**src/rtl/codec_pwrup_pkg.sv**
```systemverilog
package codec_pwrup_pkg;

    typedef enum logic [1:0] {
        ST_POWER_DOWN  = 2'd0,
        ST_WAIT_CLOCKS = 2'd1,
        ST_INIT        = 2'd2,
        ST_RUN         = 2'd3
    } seq_state_e;

    typedef enum logic {
        SIDE_ADC = 1'b0,
        SIDE_DAC = 1'b1
    } conv_side_e;

    localparam int unsigned ADC_INIT_FRAMES = 522;
    localparam int unsigned DAC_INIT_FRAMES = 516;

    function automatic int unsigned init_frames(conv_side_e side);
        return (side == SIDE_ADC) ? ADC_INIT_FRAMES : DAC_INIT_FRAMES;
    endfunction

endpackage

```
**src/rtl/cps_sync_edge.sv**
```systemverilog
module cps_sync_edge #(
    parameter int unsigned STAGES = 2
) (
    input  logic clk,
    input  logic rst_n,
    input  logic async_i,
    output logic level_o,
    output logic rise_o,
    output logic toggle_o
);
    logic [STAGES:0] chain_d, chain_q;

    always_comb begin
        chain_d = {chain_q[STAGES-1:0], async_i};
    end

    always_ff @(posedge clk or negedge rst_n) begin
        if (!rst_n) chain_q <= '0;
        else        chain_q <= chain_d;
    end

    assign level_o  = chain_q[STAGES-1];
    assign rise_o   = chain_q[STAGES-1] & ~chain_q[STAGES];
    assign toggle_o = chain_q[STAGES-1] ^ chain_q[STAGES];
endmodule

```
**src/rtl/cps_clk_monitor.sv**
```systemverilog
module cps_clk_monitor #(
    parameter int unsigned TIMEOUT = 64
) (
    input  logic clk,
    input  logic rst_n,
    input  logic edge_i,
    output logic present_o
);
    localparam int unsigned CW = $clog2(TIMEOUT + 1);

    logic [CW-1:0] idle_d, idle_q;

    always_comb begin
        idle_d = idle_q;
        if (edge_i)                   idle_d = '0;
        else if (idle_q < CW'(TIMEOUT)) idle_d = idle_q + 1'b1;
    end

    always_ff @(posedge clk or negedge rst_n) begin
        if (!rst_n) idle_q <= CW'(TIMEOUT);
        else        idle_q <= idle_d;
    end

    assign present_o = (idle_q < CW'(TIMEOUT));

    assert_edge_restores_R6: assert property (@(posedge clk) disable iff (!rst_n)
        edge_i |=> present_o);

    assert_idle_bound_R6: assert property (@(posedge clk) disable iff (!rst_n)
        idle_q <= CW'(TIMEOUT));
endmodule

```
**src/rtl/codec_pwrup_seq.sv**
```systemverilog
module codec_pwrup_seq
    import codec_pwrup_pkg::*;
#(
    parameter conv_side_e  SIDE           = SIDE_ADC,
    parameter int unsigned MCLK_TIMEOUT   = 64,
    parameter int unsigned SYNC_STAGES    = 2,
    parameter bit          PWR_EN_DEFAULT = 1'b1
) (
    input  logic clk,
    input  logic pdn_n,
    input  logic mclk_i,
    input  logic lrck_i,
    input  logic pwr_wr_i,
    input  logic pwr_wdata_i,
    input  logic sdti_i,
    output logic sdto_o,
    output logic ready_o,
    output logic filt_rst_o
);
    localparam int unsigned INIT_FRAMES = init_frames(SIDE);
    localparam int unsigned CW          = $clog2(INIT_FRAMES + 1);

    typedef struct packed {
        seq_state_e    st;
        logic [CW-1:0] cnt;
        logic          pwr_en;
        logic          filt_rst;
    } seq_regs_t;

    logic mclk_level, mclk_rise, mclk_toggle, mclk_ok;
    logic lrck_level, frame_rise, lrck_toggle;

    cps_sync_edge #(.STAGES(SYNC_STAGES)) u_mclk_sync (
        .clk(clk), .rst_n(pdn_n), .async_i(mclk_i),
        .level_o(mclk_level), .rise_o(mclk_rise), .toggle_o(mclk_toggle)
    );

    cps_sync_edge #(.STAGES(SYNC_STAGES)) u_lrck_sync (
        .clk(clk), .rst_n(pdn_n), .async_i(lrck_i),
        .level_o(lrck_level), .rise_o(frame_rise), .toggle_o(lrck_toggle)
    );

    cps_clk_monitor #(.TIMEOUT(MCLK_TIMEOUT)) u_mclk_mon (
        .clk(clk), .rst_n(pdn_n), .edge_i(mclk_toggle), .present_o(mclk_ok)
    );

    seq_regs_t regs_d, regs_q;
    logic      start_ok;

    always_comb begin
        regs_d          = regs_q;
        regs_d.filt_rst = 1'b0;
        if (pwr_wr_i) regs_d.pwr_en = pwr_wdata_i;
        start_ok = regs_q.pwr_en && mclk_ok && frame_rise;

        unique case (regs_q.st)
            ST_POWER_DOWN: begin
                regs_d.st = ST_WAIT_CLOCKS;
            end
            ST_WAIT_CLOCKS: begin
                if (start_ok) begin
                    regs_d.st       = ST_INIT;
                    regs_d.cnt      = '0;
                    regs_d.filt_rst = 1'b1;
                end
            end
            ST_INIT: begin
                if (!mclk_ok) begin
                    regs_d.st = ST_POWER_DOWN;
                end else if (!regs_q.pwr_en) begin
                    regs_d.st = ST_WAIT_CLOCKS;
                end else if (frame_rise) begin
                    if (regs_q.cnt == CW'(INIT_FRAMES - 1)) regs_d.st = ST_RUN;
                    else                                   regs_d.cnt = regs_q.cnt + 1'b1;
                end
            end
            ST_RUN: begin
                if (!mclk_ok)            regs_d.st = ST_POWER_DOWN;
                else if (!regs_q.pwr_en) regs_d.st = ST_WAIT_CLOCKS;
            end
            default: regs_d.st = ST_POWER_DOWN;
        endcase
    end

    always_ff @(posedge clk or negedge pdn_n) begin
        if (!pdn_n) begin
            regs_q.st       <= ST_POWER_DOWN;
            regs_q.cnt      <= '0;
            regs_q.pwr_en   <= PWR_EN_DEFAULT;
            regs_q.filt_rst <= 1'b0;
        end else begin
            regs_q <= regs_d;
        end
    end

    assign ready_o    = (regs_q.st == ST_RUN);
    assign sdto_o     = ready_o & sdti_i;
    assign filt_rst_o = regs_q.filt_rst;

    assert_sdto_gated_R2: assert property (@(posedge clk) disable iff (!pdn_n)
        !ready_o |-> !sdto_o);

    assert_start_needs_clocks_R3: assert property (@(posedge clk) disable iff (!pdn_n)
        (regs_q.st == ST_WAIT_CLOCKS && !(mclk_ok && frame_rise && regs_q.pwr_en))
        |=> regs_q.st != ST_INIT);

    assert_cnt_bound_R4: assert property (@(posedge clk) disable iff (!pdn_n)
        (regs_q.st == ST_INIT) |-> (regs_q.cnt < CW'(INIT_FRAMES)));

    assert_run_on_frame_R4: assert property (@(posedge clk) disable iff (!pdn_n)
        (regs_q.st == ST_INIT && !frame_rise) |=> regs_q.st != ST_RUN);

    assert_filt_single_R5: assert property (@(posedge clk) disable iff (!pdn_n)
        filt_rst_o |=> !filt_rst_o);

    assert_clock_loss_R6: assert property (@(posedge clk) disable iff (!pdn_n)
        ((regs_q.st == ST_INIT || regs_q.st == ST_RUN) && !mclk_ok)
        |=> regs_q.st == ST_POWER_DOWN);

    assert_pwr_off_R7: assert property (@(posedge clk) disable iff (!pdn_n)
        ((regs_q.st == ST_INIT || regs_q.st == ST_RUN) && mclk_ok && !regs_q.pwr_en)
        |=> regs_q.st == ST_WAIT_CLOCKS);
endmodule

```
**config.mk**
```make
export PLATFORM = sky130hd
export DESIGN_NAME = codec_pwrup_seq
export DESIGN_NICKNAME = d
export VERILOG_FILES = /design/src/rtl/codec_pwrup_pkg.sv /design/src/rtl/cps_sync_edge.sv /design/src/rtl/cps_clk_monitor.sv /design/src/rtl/codec_pwrup_seq.sv
export SDC_FILE = /design/constraint.sdc
export NUM_CORES = 1
export LEC_CHECK = 0
export ABC_AREA = 1
export BUFFER_PORTS_ARGS = -buffer_cell sky130_fd_sc_hd__buf_2
export CAP_MARGIN = 10
export CORE_UTILIZATION = 45
export DETAILED_ROUTE_END_ITERATION = 7
export SYNTH_ARGS = -nofsm -noshare
export SYNTH_HDL_FRONTEND = slang
export SYNTH_HIERARCHICAL = 1
export SYNTH_SLANG_ARGS = --single-unit
```
**constraint.sdc**
```tcl
create_clock -name clk -period 1.5 [get_ports clk]
set_clock_uncertainty 0.2 [all_clocks]
set_input_delay 0 -clock clk [delete_from_list [all_inputs] [get_ports clk]]
set_output_delay 0 -clock clk [all_outputs]
set_load 0.05 [all_outputs]
```
==> key figures <==
Run status
  • Status: finished, violations left
  • Failing checks: setup timing

Global routing
  • Largest net degree at the start of global routing: 28
  • Vias in the first global route: 1,319
  • Total GRT Usage: 20.4%
  • First-pass GRT wire length: 5530 um
  • Antenna violations before repair: 0
  • GRT Residual Overflow: 0

Timing
  • Crit share post-route: 105%
  • Worst-margin pin slew: 369 ps
  • Post-Route Setup TNS: -634 ps
  • RSZ-0062 raised after global routing: yes
  • Fin crit period: 1570 ps
  • Hold Fails Final Rpt: 0
  • Max-slew violation count: 0
  • Setup-failing EPs final: 11
  • Hold slack: 91.3 ps
  • Max Fclk: 636 MHz
  • Final worst slack: -73.6 ps
  • Slew HR: 75.4%

Cells and area
  • Fillers: 291
  • Nets: 263
  • Area Growth Syn to Fin: 35.9%
  • Antenna Cells: 0
  • Layout cells sized above 1: 41.2%
  • Multi-input gate area: 875 um^2
  • Register Area: 679 um^2
  • Post-route cell area: 2160 um^2

Critical path
  • Crit-path cells: inv_2 -> ha_4 -> nand3_2 -> nor2_2 -> nand2_2 -> nand3_4 -> nand2_8 -> buf_12 -> nand3_2 -> nand2_2
  • Worst Path Required: 1550 ps
  • Worst path arrival time: 1620 ps
  • Slowest CP cell: dfrtp_1
  • CP max stage delay: 420 ps
  • Setup crit end kind: flop
  • CP Buf/Inv Count: 2
  • Crit path kind: flop to flop
  • Largest fanout on the critical path: 6
  • Critical path's top delay family: simple AND/OR/NAND/NOR gates
  • Startpoint types: flop

Floorplanning
  • Row count: 21
  • I/O pins: 10
  • Starting density of the core: 47.2%
  • Die W: 61.4 um
  • Die Y: 61.4 um
  • Core Area: 3360 um^2
  • DIE AREA: 3770 um^2

Synth
  • Syn Area/Cell: 7.94 um^2
  • Synth warn: 6
  • Synthesized cell area: 1590 um^2
  • Mapped Nets: 212
  • Cells after Synth: 200

Route
  • First-pass iteration count of the detailed router: 4
  • # DRC: 0
  • Starting DRT DRC Count: 61
  • Vias/cell: 4.80
  • Routed WL: 3400 um
  • DRT antenna net count: 0
  • WL per Instance: 11.5 um
  • Via count: 1,420

CTS
  • CTS root buffer: clkbuf_4
  • Clk sink count: 27
  • Worst-path clk slew: 150 ps
  • Num CTS Buffers: 3
  • CTS tree: done
  • Clk Latency, worst-skew pair: 330 ps
  • H-tree depth: 1
  • Max Buffers Root-to-Sink: 2

Power and ir drop
  • P_sw: 0.742 mW
  • Power Density: 940 nW/um^2
  • P_int: 1.29 mW
  • Sequential power share: 40.9%
  • Switching Share: 36.6%
  • Peak supply drop: 669 uV
  • Final Total Pwr: 2.03 mW
  • Part of the power in combinational logic: 43.1%
  • Clk pwr share: 16.0%
  • Static Leak: 1.06 nW

Placement
  • Hpwl dp: 2470 um
  • Post-DP Area: 1900 um^2
  • IO Port Bufs: 9
  • Worst slack at placement: -104 ps
  • Placer Congestion: 0.799

Hold path
  • Hold Crit Class: input pin to flop

Run
  • # Max-Cap Violations: 0
[flip-flops by register name, indices dropped and copies added, names as in the netlist]
| register | flops |
|---|---|
| regs_q | 13 |
| u_mclk_mon/idle_q | 7 |
| u_lrck_sync/chain_q | 3 |
| filt_rst_o | 1 |
| u_mclk_sync/chain_q | 3 |
[area by class of cell]
type	count	area share [%]
Multi-Input combinational cell	142	40.5
Tap cell	46	2.67
Clock inverter	1	0.348
Timing Repair Buffer	47	18.3
Sequential cell	27	31.5
Inverter	30	5.63
Clock buffer	3	1.04
[placed cells by master, fill, tap and decap left out, types with 6 or more instances in the layout]
cell type / n
nand3_1: 9
nor2_1: 19
buf_2: 7
a21oi_1: 8
nand3_2: 13
nand2_1: 45
nand2_2: 11
nor2_2: 7
buf_4: 26
inv_1: 20
inv_2: 7
dfrtp_1: 24
dlygate4sd3_1: 6
[per-stage QoR]
stage | utilization (%) | cells
floorplan | - | 200
global placement | 56.6 | 282
detailed placement | 56.6 | 282
CTS | 62.7 | 296
global route | 64.1 | 296
finish | 64.1 | 296
[power by group through the flow]
stage                     combinational, mW  sequential, mW  clock (mW)
after global routing                  0.947           0.836       0.364
after floorplan                       0.486           0.840           0
after CTS                             0.847           0.829       0.343
final                                 0.873           0.829       0.325
after global placement                0.731           0.835           0
after detailed placement              0.743           0.838           0
[routing by layer]
| layer | part of all wire (%) | GRT usage, % |
|---|---|---|
| met1 | 45 | 25.3 |
| met2 | 51 | 34.9 |
| met3 | 3.0 | 4.83 |
| met4 | 1.8 | 6.98 |
| met5 | 0 | 0 |
[worst reg2reg max path, delay by kind of cell, from the launching register on]
kind	cells	cell delay (ps)
simple gates	7	510
fa+ha+maj	1	130
buf+inv	2	230
flops	1	420
[repair_timing]
action                                  4_1_cts  5_1_grt
hold buffers                                  6        0
hold endpoints to repair                     30        0
pin swaps                                    25       11
gates resized for setup                      23       14
setup buffers                                 3        0
cloned                                        1        0
endpoints found under the setup margin       14       15
[path summary, 6_finish.rpt]
path	start	to	slack (ps)	cells after the start
min in group asynchronous	pdn_n	regs_q[4]	470	3
worst max-delay path	regs_q[3]	regs_q[7]	-70	10
max in group asynchronous	pdn_n	regs_q[1]	320	3
worst min register to register	u_mclk_sync/chain_q[0]	u_mclk_sync/chain_q[1]	170	0
worst min-delay path	lrck_i	u_lrck_sync/chain_q[0]	90	2
worst max register to register	regs_q[3]	regs_q[7]	-70	10
Power figures use the tool's default switching activity.
